--- config.mk ---
export PLATFORM = sky130hd
export DESIGN_NAME = dma_svc_sched
export DESIGN_NICKNAME = d
export VERILOG_FILES = /design/src/rtl/dma_sched_pkg.sv /design/src/rtl/dma_req_bits.sv /design/src/rtl/dma_chan_calc.sv /design/src/rtl/dma_scan_fsm.sv /design/src/rtl/dma_svc_sched.sv
export SDC_FILE = /design/constraint.sdc
export NUM_CORES = 1
export LEC_CHECK = 0
export BUFFER_PORTS_ARGS = -buffer_cell sky130_fd_sc_hd__buf_4
export CAP_MARGIN = 20
export CORE_AREA = 2 2 214 216
export CTS_CLUSTER_DIAMETER = 30
export DETAILED_ROUTE_END_ITERATION = 10
export DIE_AREA = 0 0 216 218
export GPL_ROUTABILITY_DRIVEN = 0
export GPL_TIMING_DRIVEN = 1
export PLACE_DENSITY_LB_ADDON = 0.1
export SYNTH_ARGS = -nofsm -noshare
export SYNTH_HDL_FRONTEND = slang
export SYNTH_SLANG_ARGS = --single-unit
--- constraint.sdc ---
create_clock -name clk -period 3.3 [get_ports clk]
set_clock_uncertainty 0.1 [all_clocks]
set_input_delay 0.495 -clock clk [delete_from_list [all_inputs] [get_ports clk]]
set_output_delay 0.495 -clock clk [all_outputs]
set_load 0.01 [all_outputs]
--- src/rtl/dma_sched_pkg.sv ---
package dma_sched_pkg;
   typedef enum logic [1:0] {
      ST_IDLE  = 2'd0,
      ST_VISIT = 2'd1,
      ST_WAIT  = 2'd2
   } sched_state_e;
endpackage

--- src/rtl/dma_req_bits.sv ---
module dma_req_bits #(
   parameter int NCH = 8,
   localparam int CIW = $clog2(NCH)
) (
   input  logic           clk,
   input  logic           rst_n,
   input  logic           hold_valid,
   input  logic [CIW-1:0] hold_chan,
   input  logic           rel_valid,
   input  logic [CIW-1:0] rel_chan,
   output logic [NCH-1:0] req_q
);
   for (genvar c = 0; c < NCH; c++) begin : g_bit
      always_ff @(posedge clk) begin
         if (!rst_n)
            req_q[c] <= 1'b0;
         else if (hold_valid && hold_chan == CIW'(c))
            req_q[c] <= 1'b1;
         else if (rel_valid && rel_chan == CIW'(c))
            req_q[c] <= 1'b0;
      end
   end

   a_r11_hold_sets: assert property (@(posedge clk) disable iff (!rst_n)
      hold_valid |=> req_q[$past(hold_chan)]);
   a_r11_release_clears: assert property (@(posedge clk) disable iff (!rst_n)
      (rel_valid && !(hold_valid && hold_chan == rel_chan)) |=> !req_q[$past(rel_chan)]);
endmodule

--- src/rtl/dma_chan_calc.sv ---
module dma_chan_calc #(
   parameter int NCTRL  = 2,
   parameter int CH_PER = 4,
   parameter int AW     = 16,
   parameter int CW     = 16,
   parameter int PW     = 8,
   localparam int NCH   = NCTRL * CH_PER,
   localparam int CIW   = $clog2(NCH),
   localparam int LW    = CW + NCTRL
) (
   input  logic [NCH*PW-1:0] page_flat,
   input  logic [NCH*AW-1:0] base_addr_flat,
   input  logic [NCH*CW-1:0] base_cnt_flat,
   input  logic [CIW-1:0]    sel,
   output logic [PW+AW-1:0]  addr,
   output logic [LW-1:0]     len
);
   logic [PW+AW-1:0] addr_c [NCH];
   logic [LW-1:0]    len_c  [NCH];

   for (genvar c = 0; c < NCH; c++) begin : g_ch
      localparam int SH = c / CH_PER;   // controller index scales the unit
      logic [AW-1:0] cur_a;
      logic [LW-1:0] cnt_ext;
      assign cur_a     = base_addr_flat[c*AW +: AW] << SH;
      assign cnt_ext   = LW'(base_cnt_flat[c*CW +: CW]) << SH;
      assign addr_c[c] = {page_flat[c*PW +: PW], cur_a};
      assign len_c[c]  = cnt_ext + (LW'(1) << SH);
   end

   assign addr = addr_c[sel];
   assign len  = len_c[sel];
endmodule

--- src/rtl/dma_scan_fsm.sv ---
module dma_scan_fsm
   import dma_sched_pkg::*;
#(
   parameter int NCH  = 8,
   parameter int XW   = 24,
   parameter int LW   = 18,
   parameter int CW   = 16,
   parameter int IRQW = 4,
   localparam int CIW = $clog2(NCH)
) (
   input  logic            clk,
   input  logic            rst_n,
   input  logic            scan_trig,
   input  logic            qualify,
   input  logic [XW-1:0]   calc_addr,
   input  logic [LW-1:0]   calc_len,
   input  logic            xfer_done,
   input  logic [CW-1:0]   xfer_count,
   input  logic            xfer_irq_valid,
   input  logic [IRQW-1:0] xfer_irq_num,
   output logic [CIW-1:0]  idx,
   output logic            xfer_start,
   output logic [XW-1:0]   xfer_addr,
   output logic [LW-1:0]   xfer_len,
   output logic            irq_pulse,
   output logic [IRQW-1:0] irq_num,
   output logic [NCH*CW-1:0] cur_cnt_flat,
   output logic            scan_busy,
   output logic            scan_done,
   output logic            retrig_flag
);
   sched_state_e state;
   logic [CW-1:0] cnt_q [NCH];
   logic last;

   assign last      = (idx == CIW'(NCH-1));
   assign scan_busy = (state != ST_IDLE);

   for (genvar c = 0; c < NCH; c++) begin : g_cnt
      assign cur_cnt_flat[c*CW +: CW] = cnt_q[c];
   end

   always_ff @(posedge clk) begin
      if (!rst_n) begin
         state       <= ST_IDLE;
         idx         <= '0;
         xfer_start  <= 1'b0;
         xfer_addr   <= '0;
         xfer_len    <= '0;
         irq_pulse   <= 1'b0;
         irq_num     <= '0;
         scan_done   <= 1'b0;
         retrig_flag <= 1'b0;
         for (int c = 0; c < NCH; c++) cnt_q[c] <= '0;
      end else begin
         xfer_start  <= 1'b0;
         irq_pulse   <= 1'b0;
         scan_done   <= 1'b0;
         retrig_flag <= scan_trig && (state != ST_IDLE);
         case (state)
            ST_IDLE: if (scan_trig) begin
               state <= ST_VISIT;
               idx   <= '0;
            end
            ST_VISIT: begin
               if (qualify) begin
                  xfer_start <= 1'b1;
                  xfer_addr  <= calc_addr;
                  xfer_len   <= calc_len;
                  state      <= ST_WAIT;
               end else if (last) begin
                  scan_done <= 1'b1;
                  state     <= ST_IDLE;
               end else begin
                  idx <= idx + 1'b1;
               end
            end
            ST_WAIT: if (xfer_done) begin
               cnt_q[idx] <= xfer_count;
               irq_pulse  <= xfer_irq_valid;
               irq_num    <= xfer_irq_num;
               if (last) begin
                  scan_done <= 1'b1;
                  state     <= ST_IDLE;
               end else begin
                  idx   <= idx + 1'b1;
                  state <= ST_VISIT;
               end
            end
            default: state <= ST_IDLE;
         endcase
      end
   end

   a_r6_single_start: assert property (@(posedge clk) disable iff (!rst_n)
      xfer_start |=> !xfer_start);
   a_r6_start_in_scan: assert property (@(posedge clk) disable iff (!rst_n)
      xfer_start |-> scan_busy);
   a_r8_irq_follows_done: assert property (@(posedge clk) disable iff (!rst_n)
      irq_pulse |-> $past(xfer_done && xfer_irq_valid));
   a_r9_flag_only_in_scan: assert property (@(posedge clk) disable iff (!rst_n)
      retrig_flag |-> (scan_busy || scan_done));
   a_r10_done_leaves_idle: assert property (@(posedge clk) disable iff (!rst_n)
      scan_done |-> !scan_busy);
endmodule

--- src/rtl/dma_svc_sched.sv ---
module dma_svc_sched #(
   parameter int NCTRL  = 2,
   parameter int CH_PER = 4,
   parameter int AW     = 16,
   parameter int CW     = 16,
   parameter int PW     = 8,
   parameter int IRQW   = 4,
   localparam int NCH   = NCTRL * CH_PER,
   localparam int CIW   = $clog2(NCH),
   localparam int XW    = PW + AW,
   localparam int LW    = CW + NCTRL
) (
   input  logic              clk,
   input  logic              rst_n,
   input  logic              scan_trig,
   input  logic [NCH-1:0]    chan_mask,
   input  logic              hold_valid,
   input  logic [CIW-1:0]    hold_chan,
   input  logic              rel_valid,
   input  logic [CIW-1:0]    rel_chan,
   input  logic [NCH*PW-1:0] page_flat,
   input  logic [NCH*AW-1:0] base_addr_flat,
   input  logic [NCH*CW-1:0] base_cnt_flat,
   output logic              xfer_start,
   output logic [CIW-1:0]    xfer_chan,
   output logic [XW-1:0]     xfer_addr,
   output logic [LW-1:0]     xfer_len,
   input  logic              xfer_done,
   input  logic [CW-1:0]     xfer_count,
   input  logic              xfer_irq_valid,
   input  logic [IRQW-1:0]   xfer_irq_num,
   output logic              irq_pulse,
   output logic [IRQW-1:0]   irq_num,
   output logic [NCH-1:0]    req_bits,
   output logic [NCH*CW-1:0] cur_cnt_flat,
   output logic              scan_busy,
   output logic              scan_done,
   output logic              retrig_flag
);
   if (NCTRL != 2) begin : g_bad_nctrl
      $error("dma_svc_sched: exactly two cascaded controllers are supported");
   end
   if (CH_PER < 1 || (CH_PER & (CH_PER - 1)) != 0) begin : g_bad_chper
      $error("dma_svc_sched: CH_PER must be a power of two");
   end
   if (AW < 2 || CW < 1 || PW < 1 || IRQW < 1) begin : g_bad_width
      $error("dma_svc_sched: field widths out of range");
   end

   logic [CIW-1:0] idx;
   logic [XW-1:0]  calc_addr;
   logic [LW-1:0]  calc_len;
   logic           qualify;

   dma_req_bits #(.NCH(NCH)) u_req (
      .clk(clk), .rst_n(rst_n),
      .hold_valid(hold_valid), .hold_chan(hold_chan),
      .rel_valid(rel_valid), .rel_chan(rel_chan),
      .req_q(req_bits)
   );

   dma_chan_calc #(.NCTRL(NCTRL), .CH_PER(CH_PER), .AW(AW), .CW(CW), .PW(PW)) u_calc (
      .page_flat(page_flat), .base_addr_flat(base_addr_flat),
      .base_cnt_flat(base_cnt_flat), .sel(idx),
      .addr(calc_addr), .len(calc_len)
   );

   assign qualify = !chan_mask[idx] && req_bits[idx];

   dma_scan_fsm #(.NCH(NCH), .XW(XW), .LW(LW), .CW(CW), .IRQW(IRQW)) u_fsm (
      .clk(clk), .rst_n(rst_n), .scan_trig(scan_trig), .qualify(qualify),
      .calc_addr(calc_addr), .calc_len(calc_len),
      .xfer_done(xfer_done), .xfer_count(xfer_count),
      .xfer_irq_valid(xfer_irq_valid), .xfer_irq_num(xfer_irq_num),
      .idx(idx), .xfer_start(xfer_start), .xfer_addr(xfer_addr),
      .xfer_len(xfer_len), .irq_pulse(irq_pulse), .irq_num(irq_num),
      .cur_cnt_flat(cur_cnt_flat), .scan_busy(scan_busy),
      .scan_done(scan_done), .retrig_flag(retrig_flag)
   );

   assign xfer_chan = idx;

   a_r2_start_eligible: assert property (@(posedge clk) disable iff (!rst_n)
      xfer_start |-> $past(qualify));
   a_r6_chan_stable: assert property (@(posedge clk) disable iff (!rst_n)
      (scan_busy && !xfer_done && !xfer_start && $past(xfer_start)) |-> $stable(xfer_chan));
endmodule

# Word level (Yosys, flattened, before mapping)
# Memories as Yosys holds them, arrays and structs flattened.
# Index checks and enable logic that the tools add are counted.
# totals
register_bits	63
ram_bits	128
in_bits	361
out_inout_bits	190
memories	1
# mem_list
name	words	width	read_ports	rd_ports_with_merged_regs	write_ports	line	rtl
u_fsm.cnt_q	8	16	8	0	8	dma_scan_fsm.sv:33	logic [CW-1:0] cnt_q [NCH];
# classes
add_sub_neg	9
magnitude_cmp	2
n_eq_ne	21
muxes	50
n_bitwise	1
n_reduce_logical	39
# op_table
cell	count
adder 17 x 2 -> 18 bit (second input constant)	4
binary-select mux 24 bit (select 3 bit)	1
adder 16 x 1 -> 17 bit (second input constant)	4
binary-select mux 18 bit (select 3 bit)	1
two-way mux 24 bit	2
two-way mux 18 bit	2
two-way mux 1 bit	29
equality test 3 bit (second input constant)	9
logical AND 1 bit	18
nonzero test 2 bit	9
two-way mux 16 bit	1
OR reduction 16 bit	1
two-way mux 3 bit	5
equality test 3 x 2 -> 1 bit (second input constant)	4
case mux 3 bit (3 select lines)	1
two-way mux 2 bit	4
binary-select mux 1 bit (select 3 bit)	2
equality test 3 x 1 -> 1 bit (second input constant)	2
zero test 3 bit	2
inequality test 2 bit (second input constant)	3
case mux 2 bit (3 select lines)	1
AND reduction 2 bit	3
AND reduction 3 bit	2
>= comparator 4 bit (second input constant)	1
11 further kinds	11

# Depth between registers and ports, before layout
# logic_depth
ltp_word	6
depth_mapped	10
depth_no_buf	7

# By module
# From an unflattened synthesis, not the netlist that was laid out.
# unflattened
hier_cells	1178
hier_area_um2	12110.4
# modules_own_cells
module	n_inst	cells_per_inst	area_per_inst_um2	seq_area_each_um2
dma_scan_fsm	1	540	7051.8	4944.7
dma_chan_calc	1	581	4551.9	0.0
dma_req_bits	1	42	402.9	160.2
dma_svc_sched	1	15	103.8	0.0

# Worst setup path after synthesis
# OpenSTA, ideal clock, no wires.
# synth_path
kind	register to register
startpoint	register u_fsm.idx[2]
endpoint	memory u_fsm.cnt_q[6][0], enable pin
setup_time_ns	0.411
t_arrival_ns	2.585
required_ns	2.789
slack_ns	0.204
path_stages_with_launch	6
cell_sequence	dfxtp_1 buf_2 clkbuf_1 buf_1 nand2_1 o21ai_0
# synth_lines
element	line	rtl
start, declared	dma_scan_fsm.sv:21	output logic [CIW-1:0] idx,
start signal, assigned	dma_scan_fsm.sv:75	idx <= idx + 1'b1;
start signal, assigned	dma_scan_fsm.sv:86	idx <= idx + 1'b1;
end, declared	dma_scan_fsm.sv:33	

# Worst setup path after layout
# layout_path
startpoint	register u_fsm.idx[0]
endpoint	register u_fsm.xfer_len[8]
# layout_via
elab_chain_cells	5
# layout_rtl
element	line	rtl
binary-select mux 1 bit (select 3 bit)	dma_svc_sched.sv:68	assign qualify = !chan_mask[idx] && req_bits[idx];
two-way mux 1 bit (implied by the code)	dma_svc_sched.sv:68	
zero test 1 bit	dma_svc_sched.sv:68	
logical AND 1 bit	dma_svc_sched.sv:68	
AND reduction 2 bit (no line)	-	
end signal, assigned	dma_scan_fsm.sv:69	xfer_len <= calc_len;
end, declared	dma_scan_fsm.sv:24	output logic [LW-1:0] xfer_len,
# Several ways; a longest one is shown, not always the timed one. The select of a mux whose other input is x is not followed.
# A chain may end at the register's enable or synchronous reset.

==> impl.org <==
** Detailed routing
- First-pass iteration count of the detailed router :: 4
- Summing over every cut layer, the via total after detailed routing is 10900.
- Count of nets left with antenna violations after detail routing :: 0
- Using the TritonRoute via totals, the vias-per-cell ratio works out to between 4 and 5.
- The routed design has 49500 um of wire.
- After detailed routing, the average wire length per cell comes to between 20 and 25 um.
- The detailed router finished its first iteration with between 700 and 800 violations.
- DRC viols :: 0

** Placement
- After detailed placement, the total cell area comes to approximately 17000 um2.
- The number of placed instances, taps included, is roughly 2200.
- The count of buffers added on input and output ports is 546.
- Half-perimeter wire length after placement :: approximately 40000 um
- Prior to clock tree synthesis, the placed netlist has a worst setup slack of approximately 0.56 ns.

** Pwr
- Dividing total power by cell area gives a power density of 349 nW/um2.
- Total Power Consumption :: between 6 and 7 mW
- Maximum vdd ir drop :: between 0.3 and 0.4 mV
- Leak :: just over 7 nW

** Cells and area
- Compared with the post-synthesis result, the final layout area differs by 45.6%.
- After routing the design area is ~17000 um2.
- The sequential cells in the finished layout cover a total of roughly 5100 um2.
- The net count of the finished layout is around 2000.
- Count of antenna diodes in the layout :: 0
- Number of fill cells in the layout :: 4515
- Fraction of layout instances using a drive strength above 1 :: between 40% and 50%
- Area of combinational cells with multiple inputs :: approximately 6400 um2
- Once layout is complete, the cells apart from fillers number 2247.

** Yosys
- Number of nets in the synthesized netlist :: 1483
- Register area share after synthesis :: 43.2%
- After technology mapping, the gate count stands at roughly 1100.
- Post-synth cell types :: between 50 and 60
- Netlist area before placement :: between 10000 and 15000 um2
- Counting flops with an async set or reset pin after synthesis yields a share of 0%.
- Counting flops with a built-in enable in the synthesized netlist gives about 130.
- The average instance in the mapped netlist occupies between 10 and 15 um2.
- FF+latch count, synth :: between 150 and 200
- The most used flip-flop cell after synthesis is sky130_fd_sc_hd__edfxtp_1.
- Number of synthesis warnings :: 0

** Setup path
- At the worst endpoint, the arrival time is ~2.9 ns.
- The critical path is of the reg -> reg type.
- Crit path launch type :: register
- Worst-path fanout max :: 20
- CP endpoint kind :: register
- The most critical setup path has its startpoint at u_fsm.idx[0]$_SDFFE_PN0P_.
- Worst path required time :: 3.51 ns
- The worst register-to-register path begins at u_fsm.idx[0]$_SDFFE_PN0P_.

** STA
- TNS Setup :: 0 ns
- Setup repair after global routing left no endpoint under its margin.
- F_max :: roughly 380 MHz
- Setup slack closes at between 0.6 and 0.7 ns.
- Worst-Margin Slew :: 0.915 ns
- Final hold vios :: 0
- Dividing the final minimum period by the clock period gives about four fifths.
- The smallest clock period supported by the final layout is computed as about 2.7 ns.
- The number of slew-limit violations in the final report was 0.
- Worst relative slew slack :: around two fifths
- Setup violations remaining at the end of the flow were counted as 0.

** Clock tree
- After clock tree synthesis, the flow added hold-fix buffers numbering 0.
- Clock slew seen by the registers of the worst setup and hold paths :: around 0.070 ns
- Post-CTS Setup Bufs :: 0
- The clock drives approximately 190 sinks.
- TritonCTS clock tree :: yes
- TritonCTS created 17 clock buffers.
- Deepest clock path buffer count :: 2
- Post-cts gate resize count :: 0
- The clock tree synthesis step divided the H-tree into 4 levels.
- The tree is rooted in a sky130_fd_sc_hd__clkbuf_16.
- Worst-Skew Late Latency :: roughly 0.45 ns

** GRT
- The number of global-route vias before repair is about 11000.
- Largest net degree at the start of global routing :: between 100 and 150
- The first global-routing pass estimated just over 70000 um of wire.
- Initial antenna violation count :: 0
- Across every metal layer, demand over resource in global routing totals about a fifth.
- Overflow left after global routing :: 0

** Floorplanning
- In this run the standard cell core region covers about 45000 um2.
- Die extent in y :: between 200 and 250 um
- The floorplan has approximately 80 rows.
- Measured along the x axis, the die boundary spans around 220 um.
- The die covers roughly 47000 um2.
- I/O pin count :: 551
- For this configuration, the core starts out at a cell density of a little over a quarter.

** Flow run
- Max-cap violations in this run came to 0.

** Outcome
- Status :: complete, no violations

** Min path
- In this run the most critical hold path is launched from xfer_irq_valid.
- The tightest min-delay check is of the in -> reg type.
[state kept, by name (all words and copies together) (netlist names)]
name / flops
u_fsm.cnt_q: 128
u_fsm.idx: 3
u_fsm.irq_num: 4
u_fsm.irq_pulse: 1
u_fsm.retrig_flag: 1
u_fsm.scan_done: 1
u_fsm.state: 2
u_fsm.xfer_addr: 24
u_fsm.xfer_len: 18
u_fsm.xfer_start: 1
u_req.req_q: 8
[power by group]
group | total [mW] | leakage [nW] | switching [mW] | internal, mW
combinational | 1.26 | 5.01 | 0.606 | 0.653
clock | 2.10 | 0.286 | 1.03 | 1.07
sequential | 2.64 | 1.83 | 0.0359 | 2.61
total | 6.01 | 7.13 | 1.67 | 4.33
[critical path, stage by stage (launching register included)]
cell and delay, ns:
sky130_fd_sc_hd__dfxtp_4 0.45, sky130_fd_sc_hd__mux4_2 0.54, sky130_fd_sc_hd__nor2b_4 0.15, sky130_fd_sc_hd__a2111oi_4 0.31
sky130_fd_sc_hd__buf_4 0.34, sky130_fd_sc_hd__o21ai_1 0.11, sky130_fd_sc_hd__a211oi_1 0.37, sky130_fd_sc_hd__a31oi_1 0.13
[cell type report]
| type | count | area share [%] |
|---|---|---|
| Multi-Input combinational cell | 833 | 37.1 |
| Inverter | 24 | 0.523 |
| Tap cell | 600 | 4.36 |
| Sequential cell | 191 | 29.7 |
| Timing Repair Buffer | 568 | 25.0 |
| Clock inverter | 13 | 0.843 |
| Clock buffer | 18 | 2.49 |
[stage by stage]
step | hold slack (ns) | utilization [%]
after global routing | 0.161 | 38.4
after floorplan | 0.373 | -
after detailed placement | 0.350 | 37.1
final | 0.184 | 38.4
after global placement | 0.349 | 37.1
after CTS | 0.154 | 38.4
[path summary, 6_finish.rpt]
kind | to | slack [ns] | cells after the start
worst max-delay path | u_fsm.xfer_len[8]$_SDFFE_PN0P_ | 0.64 | 7
worst min-delay path | u_fsm.irq_pulse$_SDFF_PN0_ | 0.18 | 3
worst max register to register | u_fsm.xfer_len[8]$_SDFFE_PN0P_ | 0.64 | 7
worst min register to register | u_fsm.xfer_len[3]$_SDFFE_PN0P_ | 0.36 | 2
[layout by cell type (no fill, tap or decap), drive strengths merged, types with 3 or more instances in the layout]
| cell type | Yosys | final |
|---|---|---|
| a211oi | 5 | 5 |
| or3 | 5 | 5 |
| mux2i | 31 | 31 |
| ha | 14 | 14 |
| nand3 | 64 | 64 |
| o211ai | 12 | 12 |
| and2 | 135 | 135 |
| o22ai | 10 | 10 |
| nand2 | 97 | 97 |
| dfxtp | 63 | 63 |
| clkbuf | 35 | 18 |
| a21boi | 16 | 16 |
| nand2b | 11 | 11 |
| and3 | 16 | 16 |
| a21oi | 11 | 11 |
| a22oi | 5 | 5 |
| nand4 | 31 | 31 |
| and4 | 7 | 7 |
| xor2 | 36 | 36 |
| nor2 | 30 | 30 |
| o211a | 24 | 24 |
| buf | 25 | 568 |
| nor3 | 26 | 26 |
| a31oi | 13 | 13 |
| nor2b | 11 | 11 |
| clkinv | 0 | 5 |
| inv | 24 | 31 |
| a41oi | 3 | 3 |
| mux4 | 58 | 58 |
| edfxtp | 128 | 128 |
| xnor2 | 67 | 67 |
| o21ai | 44 | 44 |
| nor4 | 25 | 25 |
[cell usage after synthesis (all sizes together), types with 30 or more instances]
cell    number  area (um2)
nand4       31         194
and2       135         845
xnor2       67         587
edfxtp     128        3840
nor2        30         113
dfxtp       63        1260
mux4        58        1310
o21ai       44         220
nand2       97         364
xor2        36         315
nand3       64         320
mux2i       31         310
clkbuf      35         131
[logic make-up after synthesis]
kind of cell    Yosys count  share of synthesized area [%]
mux                      91                           13.9
flops                   191                           43.2
buf+inv                  84                           2.89
compound gates          161                           9.82
xor+xnor                103                           7.63
simple gates            464                           21.2
fa+ha+maj                14                           1.48
[metal layers]
metal	part of all wire [%]	GRT usage, %
met1	42	24.8
met5	0	0
met2	50	35.6
met4	2.6	6.80
met3	6.0	4.52
(Power assumes the default switching activity.)
